**src/rtl/stipple_pkg.sv**
```systemverilog
package stipple_pkg;
  typedef enum logic [1:0] {
    SEL_FG    = 2'd0,
    SEL_BG    = 2'd1,
    SEL_PMASK = 2'd2,
    SEL_MODE  = 2'd3
  } reg_sel_e;

  typedef struct packed {
    logic deep;     // 1: 32-bit pixels, 0: 8-bit pixels
    logic stipple;  // 1: opaque stipple, 0: plain write-through
  } mode_t;
endpackage

```
**src/rtl/stip_regs.sv**
```systemverilog
module stip_regs
  import stipple_pkg::*;
#(
  parameter int DW = 32
) (
  input  logic          clk,
  input  logic          rst,
  input  logic          we,
  input  logic [1:0]    sel,
  input  logic [DW-1:0] wdata,
  output logic [DW-1:0] fg,
  output logic [DW-1:0] bg,
  output logic [DW-1:0] pmask,
  output mode_t         mode
);
  always_ff @(posedge clk) begin
    if (rst) begin
      fg    <= '0;
      bg    <= '0;
      pmask <= '1;
      mode  <= '0;
    end else if (we) begin
      unique case (reg_sel_e'(sel))
        SEL_FG:    fg    <= wdata;
        SEL_BG:    bg    <= wdata;
        SEL_PMASK: pmask <= wdata;
        SEL_MODE:  mode  <= mode_t'(wdata[1:0]);
        default:   ;
      endcase
    end
  end
endmodule

```
**src/rtl/stip_lanes.sv**
```systemverilog
module stip_lanes #(
  parameter int LANES = 4,
  parameter int LW    = 8
) (
  input  logic [LANES-1:0]    bits,
  input  logic [LANES-1:0]    en,
  input  logic [LANES*LW-1:0] fg,
  input  logic [LANES*LW-1:0] bg,
  output logic [LANES*LW-1:0] word,
  output logic [LANES-1:0]    be
);
  for (genvar k = 0; k < LANES; k++) begin : g_lane
    assign word[k*LW +: LW] = bits[k] ? fg[k*LW +: LW] : bg[k*LW +: LW];
    assign be[k]            = en[k];
  end
endmodule

```
**src/rtl/stip_engine.sv**
```systemverilog
module stip_engine #(
  parameter int AW = 12,
  parameter int DW = 32
) (
  input  logic            clk,
  input  logic            rst,
  input  logic            pass,
  input  logic            start,
  input  logic            deep,
  input  logic [AW-1:0]   addr,
  input  logic [DW-1:0]   data,
  input  logic [DW-1:0]   pmask,
  input  logic [DW-1:0]   fg,
  input  logic [DW-1:0]   bg,
  output logic            busy,
  output logic            mem_we,
  output logic [AW-1:0]   mem_addr,
  output logic [DW-1:0]   mem_wdata,
  output logic [DW/8-1:0] mem_be
);
  localparam int LANES  = DW / 8;
  localparam int AL     = $clog2(LANES);
  localparam int PIX    = DW;
  localparam int BEATSN = PIX / LANES;
  localparam int BEATSW = PIX;
  localparam int CW     = $clog2(PIX + 1);

  logic [DW-1:0]    dat_q, msk_q;
  logic [CW-1:0]    left_q;
  logic [AW-1:0]    cur_q;
  logic             deep_q;
  logic             out_stip_q, out_deep_q;
  logic [LANES-1:0] l_bits, l_en, l_be;
  logic [DW-1:0]    l_word;
  logic [AW-1:0]    base;

  assign base   = {addr[AW-1:AL], {AL{1'b0}}};
  assign l_bits = deep_q ? {LANES{dat_q[0]}} : dat_q[LANES-1:0];
  assign l_en   = deep_q ? {LANES{msk_q[0]}} : msk_q[LANES-1:0];

  stip_lanes #(.LANES(LANES), .LW(8)) lanes_i (
    .bits(l_bits), .en(l_en), .fg(fg), .bg(bg), .word(l_word), .be(l_be)
  );

  always_ff @(posedge clk) begin
    if (rst) begin
      busy       <= 1'b0;
      mem_we     <= 1'b0;
      mem_addr   <= '0;
      mem_wdata  <= '0;
      mem_be     <= '0;
      dat_q      <= '0;
      msk_q      <= '0;
      left_q     <= '0;
      cur_q      <= '0;
      deep_q     <= 1'b0;
      out_stip_q <= 1'b0;
      out_deep_q <= 1'b0;
    end else begin
      mem_we <= 1'b0;
      if (pass) begin
        mem_we     <= 1'b1;
        mem_addr   <= base;
        mem_wdata  <= data;
        mem_be     <= '1;
        out_stip_q <= 1'b0;
      end else if (start) begin
        busy   <= 1'b1;
        dat_q  <= data;
        msk_q  <= pmask;
        cur_q  <= base;
        deep_q <= deep;
        left_q <= deep ? CW'(BEATSW - 1) : CW'(BEATSN - 1);
      end else if (busy) begin
        mem_we     <= |l_be;
        mem_addr   <= cur_q;
        mem_wdata  <= l_word;
        mem_be     <= l_be;
        out_stip_q <= 1'b1;
        out_deep_q <= deep_q;
        dat_q      <= deep_q ? (dat_q >> 1) : (dat_q >> LANES);
        msk_q      <= deep_q ? (msk_q >> 1) : (msk_q >> LANES);
        cur_q      <= cur_q + AW'(LANES);
        left_q     <= left_q - CW'(1);
        if (left_q == '0) busy <= 1'b0;
      end
    end
  end

  assert_addr_aligned_R7: assert property (@(posedge clk) disable iff (rst)
    mem_we |-> (mem_addr[AL-1:0] == '0));

  assert_busy_holds_R8: assert property (@(posedge clk) disable iff (rst)
    $rose(busy) |=> busy);

  assert_deep_fullword_R5: assert property (@(posedge clk) disable iff (rst)
    (mem_we && out_stip_q && out_deep_q) |-> (mem_be == '1));

  assert_plain_fullword_R2: assert property (@(posedge clk) disable iff (rst)
    (mem_we && !out_stip_q) |-> (mem_be == '1));
endmodule

```
**src/rtl/stipple_expander.sv**
```systemverilog
module stipple_expander
  import stipple_pkg::*;
#(
  parameter int AW = 12,
  parameter int DW = 32
) (
  input  logic            clk,
  input  logic            rst,
  input  logic            reg_we,
  input  logic [1:0]      reg_sel,
  input  logic [DW-1:0]   reg_wdata,
  input  logic            fb_we,
  input  logic [AW-1:0]   fb_addr,
  input  logic [DW-1:0]   fb_wdata,
  output logic            host_stall,
  output logic            busy,
  output logic            mem_we,
  output logic [AW-1:0]   mem_addr,
  output logic [DW-1:0]   mem_wdata,
  output logic [DW/8-1:0] mem_be
);
  logic [DW-1:0] fg, bg, pmask;
  mode_t         mode;
  logic          reg_acc, fb_acc;

  assign host_stall = busy;
  assign reg_acc    = reg_we & ~busy;
  assign fb_acc     = fb_we & ~busy;

  stip_regs #(.DW(DW)) regs_i (
    .clk(clk), .rst(rst), .we(reg_acc), .sel(reg_sel), .wdata(reg_wdata),
    .fg(fg), .bg(bg), .pmask(pmask), .mode(mode)
  );

  stip_engine #(.AW(AW), .DW(DW)) eng_i (
    .clk(clk), .rst(rst),
    .pass(fb_acc & ~mode.stipple), .start(fb_acc & mode.stipple),
    .deep(mode.deep), .addr(fb_addr), .data(fb_wdata),
    .pmask(pmask), .fg(fg), .bg(bg),
    .busy(busy), .mem_we(mem_we), .mem_addr(mem_addr),
    .mem_wdata(mem_wdata), .mem_be(mem_be)
  );

  assert_regs_frozen_R9: assert property (@(posedge clk) disable iff (rst)
    $past(host_stall) |-> ($stable(fg) && $stable(bg) && $stable(pmask) && $stable(mode)));
endmodule

```
**config.mk**
```make
export PLATFORM = sky130hd
export DESIGN_NAME = stipple_expander
export DESIGN_NICKNAME = d
export VERILOG_FILES = /design/src/rtl/stipple_pkg.sv /design/src/rtl/stip_regs.sv /design/src/rtl/stip_lanes.sv /design/src/rtl/stip_engine.sv /design/src/rtl/stipple_expander.sv
export SDC_FILE = /design/constraint.sdc
export NUM_CORES = 1
export LEC_CHECK = 0
export ABC_AREA = 0
export CAP_MARGIN = 20
export CORE_UTILIZATION = 40
export CTS_CLUSTER_DIAMETER = 30
export DETAILED_ROUTE_END_ITERATION = 8
export GPL_TIMING_DRIVEN = 0
export MAX_ROUTING_LAYER = met4
export PLACE_DENSITY_LB_ADDON = 0.15
export SYNTH_ARGS = -nofsm -noshare
export SYNTH_HDL_FRONTEND = slang
export SYNTH_SLANG_ARGS = --single-unit
```
**constraint.sdc**
```tcl
create_clock -name clk -period 1.3 [get_ports clk]
set_clock_uncertainty 0.05 [all_clocks]
set_input_delay 0.13 -clock clk [delete_from_list [all_inputs] [get_ports clk]]
set_output_delay 0.13 -clock clk [all_outputs]
set_load 0.01 [all_outputs]
```
Yosys cells after proc, flatten, opt, wreduce, memory -nomap -nowiden
Cells that the tools add are included.
{"block": "word_totals", "regBits": 231, "input_bits": 82, "out_inout_bits": 51, "elab_cells": 76}
{"block": "op_classes", "addsub": 2, "eq_ne": 4, "n_mux": 32, "bitwise": 8, "n_reduce_logical": 14}
{"op": "32-bit 2-to-1 mux", "n": 7}
{"op": "31-bit 2-to-1 mux", "n": 2}
{"op": "12-bit 2-to-1 mux", "n": 5}
{"op": "8-bit 2-to-1 mux", "n": 4}
{"op": "4-bit 2-to-1 mux", "n": 5}
{"op": "2-bit AND reduction", "n": 8}
{"op": "12-bit by 3-bit adder with 12-bit output (second input constant)", "n": 1}
{"op": "6-bit 2-to-1 mux", "n": 2}
{"op": "6-bit logical NOT", "n": 1}
{"op": "1-bit 2-to-1 mux", "n": 6}
{"op": "6-bit by 1-bit subtractor with 6-bit output (second input constant)", "n": 1}
{"op": "5-bit 2-to-1 mux", "n": 1}
{"op": "1-bit AND", "n": 4}
{"op": "2-bit == test (second input constant)", "n": 2}
{"op": "1-bit NOT", "n": 4}
{"op": "2-bit nonzero test", "n": 2}
{"op": "4-bit OR reduction", "n": 1}
{"op": "2-bit by 1-bit == test with 1-bit output (second input constant)", "n": 1}
{"op": "2-bit logical NOT", "n": 1}
{"op": "2-bit by 1-bit inequality test with 1-bit output (second input constant)", "n": 1}
{"op": "2-bit OR reduction", "n": 1}

Longest topological paths before layout
{"block": "logic_depth", "depth_word": 5, "mapped_depth": 5, "mapped_depth_nobuf": 5}

Hierarchy
Synthesis repeated with hierarchy kept, for this count alone.
{"block": "unflattened", "cells_unflattened": 1248, "area_unflattened_um2": 11134.4}
{"module": "stip_engine", "n_inst": 1, "cells_per_inst": 810, "area_per_inst_um2": 6507.5, "seq_area_each_um2": 2582.5}
{"module": "stip_regs", "n_inst": 1, "cells_per_inst": 394, "area_per_inst_um2": 4041.4, "seq_area_each_um2": 1961.9}
{"module": "stip_lanes", "n_inst": 1, "cells_per_inst": 40, "area_per_inst_um2": 555.5, "seq_area_each_um2": 0.0}
{"module": "stipple_expander", "n_inst": 1, "cells_per_inst": 4, "area_per_inst_um2": 30.0, "seq_area_each_um2": 0.0}

Worst setup path after synthesis
Ideal clock, no wire load.
{"block": "synth_path", "path_kind": "reg2reg", "startpoint": "reg eng_i.busy", "endpoint": "reg regs_i.fg[10]", "setup_ns": 0.132, "arrival_time_ns": 1.274, "required_ns": 1.118, "path_slack_ns": -0.156, "path_stages_with_launch": 6, "n_path_buf": 2, "period_less_slack_ns": 1.456, "path_cell_list": "dfxtp_1 -> or4b_1 -> clkbuf_1 -> buf_2 -> nand2_1 -> a21oi_1"}
{"block": "synth_between", "elab_chain_cells": 3}
{"item": "start, declared", "line": "stip_engine.sv:15", "text": "output logic busy,"}
{"item": "start signal, assigned", "line": "stip_engine.sv:47", "text": "busy <= 1'b0;"}
{"item": "start signal, assigned", "line": "stip_engine.sv:68", "text": "busy <= 1'b1;"}
{"item": "start signal, assigned", "line": "stip_engine.sv:85", "text": "if (left_q == '0) busy <= 1'b0;"}
{"item": "1-bit NOT", "line": "stipple_expander.sv:27", "text": "assign reg_acc = reg_we & ~busy;"}
{"item": "1-bit AND", "line": "stipple_expander.sv:27"}
{"item": "2-bit AND reduction (no source line)"}
{"item": "end signal, assigned", "line": "stip_regs.sv:24", "text": "SEL_FG: fg <= wdata;"}
{"item": "end, declared", "line": "stip_regs.sv:11", "text": "output logic [DW-1:0] fg,"}
No other way between the ends.
A chain may end at the register's enable or synchronous reset.

Worst setup path in the final report
{"block": "layout_path", "startpoint": "reg eng_i.deep_q", "endpoint": "reg eng_i.mem_wdata[25]"}
{"block": "layout_between", "elab_chain_cells": 5}
{"item": "start, declared", "line": "stip_engine.sv:31", "text": "logic deep_q;"}
{"item": "start signal, assigned", "line": "stip_engine.sv:72", "text": "deep_q <= deep;"}
{"item": "4-bit 2-to-1 mux", "line": "stip_engine.sv:38", "text": "assign l_bits = deep_q ? {LANES{dat_q[0]}} : dat_q[LANES-1:0];"}
{"item": "8-bit 2-to-1 mux", "line": "stip_lanes.sv:13", "text": "assign word[k*LW +: LW] = bits[k] ? fg[k*LW +: LW] : bg[k*LW +: LW];"}
{"item": "32-bit 2-to-1 mux", "line": "stip_engine.sv:74", "text": "end else if (busy) begin"}
{"item": "32-bit 2-to-1 mux", "line": "stip_engine.sv:67", "text": "end else if (start) begin"}
{"item": "32-bit 2-to-1 mux", "line": "stip_engine.sv:61", "text": "if (pass) begin"}
{"item": "end signal, assigned", "line": "stip_engine.sv:64", "text": "mem_wdata <= data;"}
{"item": "end signal, assigned", "line": "stip_engine.sv:77", "text": "mem_wdata <= l_word;"}
{"item": "end, declared", "line": "stip_engine.sv:18", "text": "output logic [DW-1:0] mem_wdata,"}
No other way between the ends. The select of a mux whose other input is x is not followed.

==> metrics.md <==
| Metric | Value |
|---|---|
| Outcome | `complete, but fails checks` |
| Violated checks | `setup timing` |
| PortBufs | `~130` |
| Syn Inst Count | `approximately 1200` |
| Dpl ws | `-1.186 ns` |
| Post-synth EDFFs | `0` |
| CTS buffer count | `55` |
| Most frequent cell after synthesis | `dfxtp_1` |
| GRT overflow | `0` |
| RSZ-0062 raised after global routing | `yes` |
| Slew @ Worst Pin | `0.8797 ns` |
| Drt pass-1 iters | `5` |
| CP Capture Type | `register` |
| Final WL | `43390 microns` |
| Die width | `roughly 160 microns` |
| GRT Util Overall | `28.72%` |
| Mapped cell area | `approximately 0.011 sq mm` |
| CTS max path bufs | `3` |
| Top_reg_cell synth | `dfxtp_1` |
| Share of the synthesized area in the top cell type | `between 40% and 50%` |
| P per Cell Area | `around 1400 mW/mm^2` |
| Async S/R FF share, synth | `0%` |
| Syn Area/Cell | `9.021 sq um` |
| Worst setup SP type | `register` |
| Setup violations, final | `between 200 and 250` |
| Yosys reg bits | `~230` |
| Setup ws final | `-0.2354 ns` |
| Max Fclk | `approximately 0.65 GHz` |
| Final Hold Fails | `0` |
| Worst skew pair latency | `about 0.56 ns` |
| Post-synth top cells | `227 x dfxtp_1, 180 x a211oi_1, 175 x nand2_1, 84 x mux2i_1, 77 x clkbuf_1` |
| Ratio of cells with drive above 1 in the final layout | `between 40% and 50%` |
| P_sw | `5.963 mW` |
| Ant diodes | `0` |
| Period utilization | `118.1%` |
| Internal cell power | `18.64 mW` |
| CTS tree | `done` |
| DRT antenna net count | `0` |
| Max Cap Violations | `0` |
| Number of global-route vias before repair | `around 10000` |
| Num ports | `133` |
| CP Max Fanout | `5` |
| WS Path Type | `register to register` |
| Sink Count | `roughly 230` |
| Power share of the clock group | `about 58%` |
| Cell Rows | `59` |
| Yosys top cell by area | `dfxtp_1` |
| Area of the die | `0.02713 sq mm` |
| Post-layout util | `approximately 67%` |
| GP Congestion | `a little under 0.9` |
| Min cycle time layout | `1.535 ns` |
| Final instance area | `approximately 0.017 sq mm` |
| Dpl cells | `1638` |
| Root Buffer | `clkbuf_16` |
| Largest cells by area after synthesis | `dfxtp_1 43%, a211oi_1 13%, mux2i_1 7.9%, nand2_1 6.2%, and3_1 4.1%` |
| Post-Layout Cell Count | `1796` |
| Sw frac | `between 20% and 30%` |
| Residual DRC | `0` |
| Hold Path Class | `input port to register` |
| Die height | `roughly 160 microns` |
| H-tree depth | `2` |
| Synth cell types | `54` |
| P_leak | `6.510 nW` |
| YS warnings | `0` |
| First-pass GRT wire length | `~58000 microns` |
| Worst Path Arrival | `~1.9 ns` |
| Sequential share of power | `between 30% and 40%` |
| Pin count of the biggest net entering global routing | `14` |
| Initial Util | `~40%` |
| Detailed placer's ending HPWL | `between 20000 and 30000 microns` |
| Clock slew at reported path FFs | `0.05 ns` |
| Sequential cell area fraction in the yosys report | `42.91%` |
| Area growth, synth to finish | `64.24%` |
| Nets | `1503` |
| Via-to-Cell Ratio | `5.988` |
| CP Data Required Time | `1.67 ns` |
| Core ar. | `~0.026 sq mm` |
| DR iter-0 viols | `940` |
| Peak supply drop | `1.275 mV` |
| Antenna violations before repair | `0` |
| Relative slew margins | `41.35%` |
| Combinational power share | `between 10% and 20%` |
| WL/cell | `approximately 24 microns` |
| Final Max Tran Viols | `0` |
| Placed cell area | `around 0.012 sq mm` |
| Vias | `10760` |
repair_timing:
item	CTS	global route
setup endpoints to repair	276	270
gates resized for setup	263	542
hold buffers	0	0
gates cloned	1	26
pin swaps	28	211
setup buffers	11	24
state kept, by name (all words and copies together) (netlist names), 10 cells and up:
signal           count
eng_i.cur_q         10
eng_i.mem_addr      10
regs_i.bg           32
eng_i.dat_q         32
regs_i.pmask        32
eng_i.msk_q         32
eng_i.mem_wdata     32
regs_i.fg           32
metrics by stage:
step	hold slack (ns)	TNS [ns]	power (mW)
final	0.1626	-29.51	24.60
after global placement	0.3909	-180.46	9.584
after detailed placement	0.3929	-189.13	9.604
after floorplan	0.1978	-4.757	8.642
after global routing	0.1700	-36.11	25.21
after CTS	0.1405	-25.30	23.97
worst max-delay path, cell delays in order (launching register included):
cell and delay (ns):
dfxtp_2 0.34, buf_12 0.14, mux2i_4 0.26, buf_12 0.17, buf_8 0.12, mux2i_2 0.23
a211oi_2 0.09
power by group through the flow:
stage                     Clock [mW]  Combinational [mW]  Sequential (mW)
after global placement             0                1.93             7.65
after detailed placement           0                1.95             7.65
after global routing            14.8                2.80             7.62
after floorplan                    0                1.00             7.64
final                           14.3                2.68             7.60
after CTS                       14.3                2.09             7.54
kinds of logic (layout without fill, tap and decap cells):
logic type	Yosys count	in the layout	share of synthesized area, %
simple gates	374	376	18.40
fa+ha+maj	3	3	0.3545
xor+xnor	6	6	0.4963
flops	227	227	42.91
other cells	1	2	0.03541
buf+inv	132	416	6.049
compound gates	344	344	23.18
mux	87	87	8.577
worst paths after layout:
kind	slack, ns	cells past startpoint	end	start
max	-0.24	6	eng_i.mem_wdata[25]	eng_i.deep_q
min	0.16	3	regs_i.fg[27]	reg_wdata[27]
max reg2reg	-0.24	6	eng_i.mem_wdata[25]	eng_i.deep_q
min reg2reg	0.40	2	regs_i.bg[29]	regs_i.bg[29]
layer usage:
metal / GRT usage [%] / up-vias / part of all wire (%)
met3: 5.851 / 149 / 7.3
met5: - / - / 0
met4: 12.59 / 0 / 4.9
met1: 35.63 / 5253 / 40
met2: 45.05 / 496 / 47
li1: - / 4857 / -
area by class of cell:
type	instances	area [sq um]
Fill cell	1937	8592
Multi-Input combinational cell	818	7025
Sequential cell	227	4572
Timing Repair Buffer	188	2043
Clock buffer	73	1587
Buffer	123	1361
Tap cell	335	419.2
Clock inverter	27	361.6
Inverter	5	23.77
placed cells by master, fill, tap and decap left out, types with 34 or more instances in the layout:
master / netlist / routed
dfxtp_1: 227 / 215
nand2_1: 175 / 127
a211oi_2: 0 / 99
mux2i_1: 84 / 63
a211oi_1: 180 / 70
clkdlybuf4s50_1: 0 / 78
nor2b_1: 34 / 34
and3_1: 70 / 46
a21oi_2: 0 / 36
a21oi_1: 76 / 40
clkbuf_2: 1 / 71
clkbuf_16: 0 / 79
(Power assumes the default switching activity.)
